<file path="config.mk">
export PLATFORM = sky130hd
export DESIGN_NAME = pac_regfile
export DESIGN_NICKNAME = d
export VERILOG_FILES = /design/src/rtl/pac_regfile.sv
export SDC_FILE = /design/constraint.sdc
export NUM_CORES = 1
export LEC_CHECK = 0
export BUFFER_PORTS_ARGS = -buffer_cell sky130_fd_sc_hd__buf_2
export CAP_MARGIN = 15
export CORE_ASPECT_RATIO = 2
export CORE_MARGIN = 5
export CORE_UTILIZATION = 35
export CTS_BUF_LIST = sky130_fd_sc_hd__clkbuf_8
export DETAILED_ROUTE_END_ITERATION = 12
export SKIP_LAST_GASP = 1
export SLEW_MARGIN = 10
export SYNTH_ARGS = -nofsm -noshare
export SYNTH_HDL_FRONTEND = slang
export SYNTH_SLANG_ARGS = --single-unit
</file>
<file path="constraint.sdc">
create_clock -name clk -period 1.55 [get_ports clk]
set_clock_uncertainty 0.05 [all_clocks]
set_input_delay 0.0775 -clock clk [delete_from_list [all_inputs] [get_ports clk]]
set_output_delay 0.0775 -clock clk [all_outputs]
set_load 0.02 [all_outputs]
</file>
<file path="src/rtl/pac_regfile.sv">
module pac_regfile #(
    parameter int NUM_GRP = 2,
    parameter int NUM_MOD = 16,
    parameter int CFG_AW  = 8,
    parameter int GRP_OFS = 'h30,
    parameter int MOD_OFS = 'h24
) (
    input  logic                        clk,
    input  logic                        rst_n,
    input  logic                        cfg_wr,
    input  logic [CFG_AW-1:0]           cfg_addr,
    input  logic [7:0]                  cfg_wdata,
    input  logic                        cfg_super,
    output logic [7:0]                  cfg_rdata,
    output logic                        cfg_err,
    output logic [NUM_GRP-1:0][3:0]     grp_code,
    output logic [NUM_MOD-1:0][2:0]     mod_code
);
    localparam int MOD_BYTES = NUM_MOD / 2;

    typedef struct packed {
        logic [NUM_GRP-1:0]       g_lock;
        logic [NUM_GRP-1:0][3:0]  g_code;
        logic [NUM_MOD-1:0]       m_lock;
        logic [NUM_MOD-1:0][2:0]  m_code;
    } perm_state_t;

    perm_state_t st_d, st_q;
    logic        wr_ok;
    logic        hit;

    always_comb begin
        st_d      = st_q;
        cfg_rdata = '0;
        hit       = 1'b0;
        wr_ok     = cfg_wr & cfg_super;

        for (int g = 0; g < NUM_GRP; g++) begin
            if (cfg_addr == CFG_AW'(GRP_OFS + g)) begin
                hit       = 1'b1;
                cfg_rdata = {st_q.g_lock[g], 3'b000, st_q.g_code[g]};
                if (wr_ok && !st_q.g_lock[g]) begin
                    st_d.g_lock[g] = cfg_wdata[7];
                    st_d.g_code[g] = cfg_wdata[3:0];
                end
            end
        end

        for (int b = 0; b < MOD_BYTES; b++) begin
            if (cfg_addr == CFG_AW'(MOD_OFS + b)) begin
                hit       = 1'b1;
                cfg_rdata = {st_q.m_lock[2*b],   st_q.m_code[2*b],
                             st_q.m_lock[2*b+1], st_q.m_code[2*b+1]};
                if (wr_ok && !st_q.m_lock[2*b]) begin
                    st_d.m_lock[2*b] = cfg_wdata[7];
                    st_d.m_code[2*b] = cfg_wdata[6:4];
                end
                if (wr_ok && !st_q.m_lock[2*b+1]) begin
                    st_d.m_lock[2*b+1] = cfg_wdata[3];
                    st_d.m_code[2*b+1] = cfg_wdata[2:0];
                end
            end
        end

        cfg_err = cfg_wr & (~cfg_super | ~hit);
    end

    always_ff @(posedge clk) begin
        if (!rst_n) begin
            st_q <= '0;
        end else begin
            st_q <= st_d;
        end
    end

    assign grp_code = st_q.g_code;
    assign mod_code = st_q.m_code;
endmodule

</file>
# Yosys cells after proc, flatten, opt, wreduce, memory -nomap -nowiden
# Index checks and enable logic that the tools add are counted.
op_classes:
  n_eq_ne: 10
  muxes: 20
  bitwise: 5
  n_reduce_logical: 54
ops:
  columns: ["operator", "count"]
  rows:
  - ["8-bit by 6-bit == test with 1-bit output (second input constant)", 10]
  - ["8-bit two-way mux", 10]
  - ["2-bit AND reduction", 18]
  - ["1-bit logical AND", 18]
  - ["1-bit zero test", 18]
  - ["1-bit two-way mux", 10]
  - ["1-bit AND", 2]
  - ["1-bit NOT", 2]
  - ["1-bit bitwise OR", 1]
totals:
  register_bits: 74
  input_bits: 20
  out_inout_bits: 65
  wordCells: 125

# Logic depth before layout (Yosys ltp)
logic_depth:
  depth_word: 14
  ltp_mapped: 6

# Worst setup path before layout
# OpenSTA, ideal clock, no wires.
synth_timing:
  kind: "input to output"
  from: "input port cfg_addr[7]"
  to: "output port cfg_rdata[7]"
  arrival_time_ns: 1.545
  path_slack_ns: -0.122
  path_stages: 5
  path_cell_list: "nor4b_4 -> buf_4 -> nand3b_4 -> o32a_1 -> o211ai_1"
synth_between:
  elab_chain_len: 11
  elab_cells_between_ends: 20
synth_rtl:
  columns: ["element", "line_no", "text"]
  rows:
  - ["start, declared", "11", "input logic [CFG_AW-1:0] cfg_addr,"]
  - ["8-bit by 6-bit == test with 1-bit output", "39", "if (cfg_addr == CFG_AW'(GRP_OFS + g)) begin"]
  - ["8-bit two-way mux (2 in series)", "39", null]
  - ["8-bit two-way mux (7 in series)", "50", "if (cfg_addr == CFG_AW'(MOD_OFS + b)) begin"]
  - ["8-bit two-way mux *", "50", null]
  - ["end, declared", "14", "output logic [7:0] cfg_rdata,"]
# Every way passes the cells marked *; elsewhere a longest branch is shown, timed or not.

# Worst setup path in the final report
layout_timing:
  from: "register st_q (netlist bit mod_code[20])"
  to: "output port cfg_rdata[6]"
layout_between:
  elab_chain_len: 5
layout_rtl:
  columns: ["element", "line_no", "text"]
  rows:
  - ["start, declared", "28", "perm_state_t st_d, st_q;"]
  - ["start signal, assigned", "72", "st_q <= st_d;"]
  - ["8-bit two-way mux (5 in series)", "50", null]
# Every way passes these cells.

==> flow_summary.toml <==
[cts]
path_clk_slew_ps = 80
insertion_delay_ps = 350
cts-buffers-inserted = 9
clockRootBuffer = "clkbuf_8"
cts_tree = "built"
htree_levels = 3
clk_path_buf_depth = 2
clock_sinks = 74

[sta]
fin_ws_ps = -131
relSlewSlack_pct = 69.9
rsz0062_at_grt = "true"
max_freq_mhz = 595
min_period_ps = 1680
hold_viol = 0
fin_crit_sh_pct = 108
drv_slew = 0
tightestPinTransition_ps = 451
setup_viol = 7

[placement]
gp_congestion = 0.818
place_hpwl_um = 8000
dp.cells = 596
place_area_mm2 = 0.00442
portBuffers = 84

[yosys]
syn_inst = 399
ys_ff_latch = 74
mappedNetlistArea_mm2 = 0.00396
synth_warnings = 0
synth_fp_nets = 419
synth.distinct_cells = 38
synthFlopType = "dfxtp_1"
postSynthAreaPerCell_um2 = 9.92
synth-seq-area-share_pct = 37.4
synth_edf_count = 0
async_flop_share_pct = 0

[worst_setup_path]
worstPathRequired_ps = 1420
end_kind = "output port"
path_class = "reg2out"
start_kind = "flip-flop"
worstPathMaxFanout = 2
arrival_ps = 1550

[grt]
grt_pass1_wl_um = 17300
overflow = 0
grt_usage_pct = 15.9
antenna_found_initial = 0
grt_pass1_vias = 3309
grt_max_degree = 30

[layout]
utilization_pct = 44.0
nets = 510
fillerInstances = 1080
regArea_mm2 = 0.00152
layout_commonest_cell = "buf_2"
area_growth_pct = 24.9
multi_input_area_mm2 = 0.00198
drive_gt1_share_pct = 45.5
mostFrequentLayoutCells = "buf_2, mux2i_1, buf_4"
design_area_mm2 = 0.00494
final_cells = 637
num_antenna_cells = 0

[routing]
drt.antenna.violating_nets = 0
wl_per_cell_um = 16.2
viasPerCell = 4.87
postRouteWirelength_um = 10300
vias = 3104
drc = 0
drt_first_pass_iters = 4
drt_iter0_drc = 143

[power]
ir_worst_vdd_uv = 319
power_density_mw_per_mm2 = 745
p_leak_nw = 2.25

[die]
floorplan.initialDensity_pct = 35.3
io_pins = 85
die_w_um = 85.2
rows = 55
die_area_mm2 = 0.0137
core_mm2 = 0.0112
fp.dieH_um = 160

[outcome]
violations = "setup timing"
status = "finished, violations left"

[min_path]
hp-class = "in2reg"

[run]
drv_cap = 0
critical path, stage by stage, from the launching register on:
cell and delay (ps):
dfxtp_2 320, mux4_2 500, a22o_1 240, buf_6 130
stage by stage:
| step | setup WS [ps] | hold slack, ps | power [mW] | setup TNS, ps |
|---|---|---|---|---|
| after floorplan | -51.9 | 188 | 2.09 | -51.9 |
| after global placement | -53.0 | 332 | 2.22 | -354 |
| after detailed placement | -87.9 | 341 | 2.22 | -1400 |
| after CTS | -155 | 1.10 | 3.73 | -689 |
| after global routing | -185 | 30.5 | 3.83 | -945 |
| final | -131 | 12.5 | 3.68 | -544 |
cell families after synthesis:
logic type,count (synthesis),synth area share [%]
flip-flops,74,37.4
AND/OR/NAND/NOR,131,19.3
multiplexers,76,23.0
AO/OA/AOI/OAI,37,6.86
buffers and inverters,81,13.3
final cells by class:
class | instances | share of cell area [%]
clock buffer | 10 | 2.79
sequential | 74 | 30.9
tap | 142 | 3.60
multi-input combinational | 244 | 40.1
inverter | 6 | 0.456
timing repair buffer | 155 | 21.0
clock inverter | 6 | 1.19
synth_stat cells, types with 9 or more instances:
cell / count / area, µm²
nand2_1: 51 / 191
a22o_1: 10 / 87.6
mux2i_1: 64 / 641
buf_4: 58 / 435
nor2b_1: 31 / 194
clkbuf_1: 12 / 45.0
mux4_2: 12 / 270
nor2_1: 10 / 37.5
o21a_1: 9 / 67.6
dfxtp_1: 74 / 1480
worst paths after layout:
path | startpoint | to | slack [ps] | depth (start not counted)
min reg2reg | mod_code[3]$_SDFFE_PN0P_ | mod_code[3]$_SDFFE_PN0P_ | 420 | 2
min | cfg_wdata[0] | mod_code[45]$_SDFFE_PN0P_ | 10 | 3
max reg2reg | st_q[62]$_SDFFE_PN0P_ | mod_code[42]$_SDFFE_PN0P_ | 320 | 5
max | mod_code[20]$_SDFFE_PN0P_ | cfg_rdata[6] | -130 | 3
metal layers:
metal  routed length (µm)  vias to the layer above  GRT usage, %
li1                     -                     1527             -
met3                  328                       25          2.82
met5                    0                        -             0
met1                 3920                     1488          17.3
met4                  405                        0          8.57
met2                 5680                       64          28.4
where the power goes:
group / leakage (nW) / internal (mW) / switching [mW]
Combinational: 1.53 / 0.131 / 0.165
Sequential: 0.613 / 1.90 / 0.000987
Clock: 0.105 / 0.776 / 0.711
Total: 2.25 / 2.80 / 0.876
repair_timing:
item | in CTS | in global routing
hold endpoints to repair | 12 | 0
hold buffers | 6 | 0
gates resized for setup | 48 | 10
endpoints found under the setup margin | 8 | 9
pin swaps | 9 | 3
setup buffers | 14 | 5
registers in the layout (all words and copies together) (netlist names):
name      count
st_q         18
mod_code     48
grp_code      8
No activity file was read; power rests on OpenSTA's default activity.
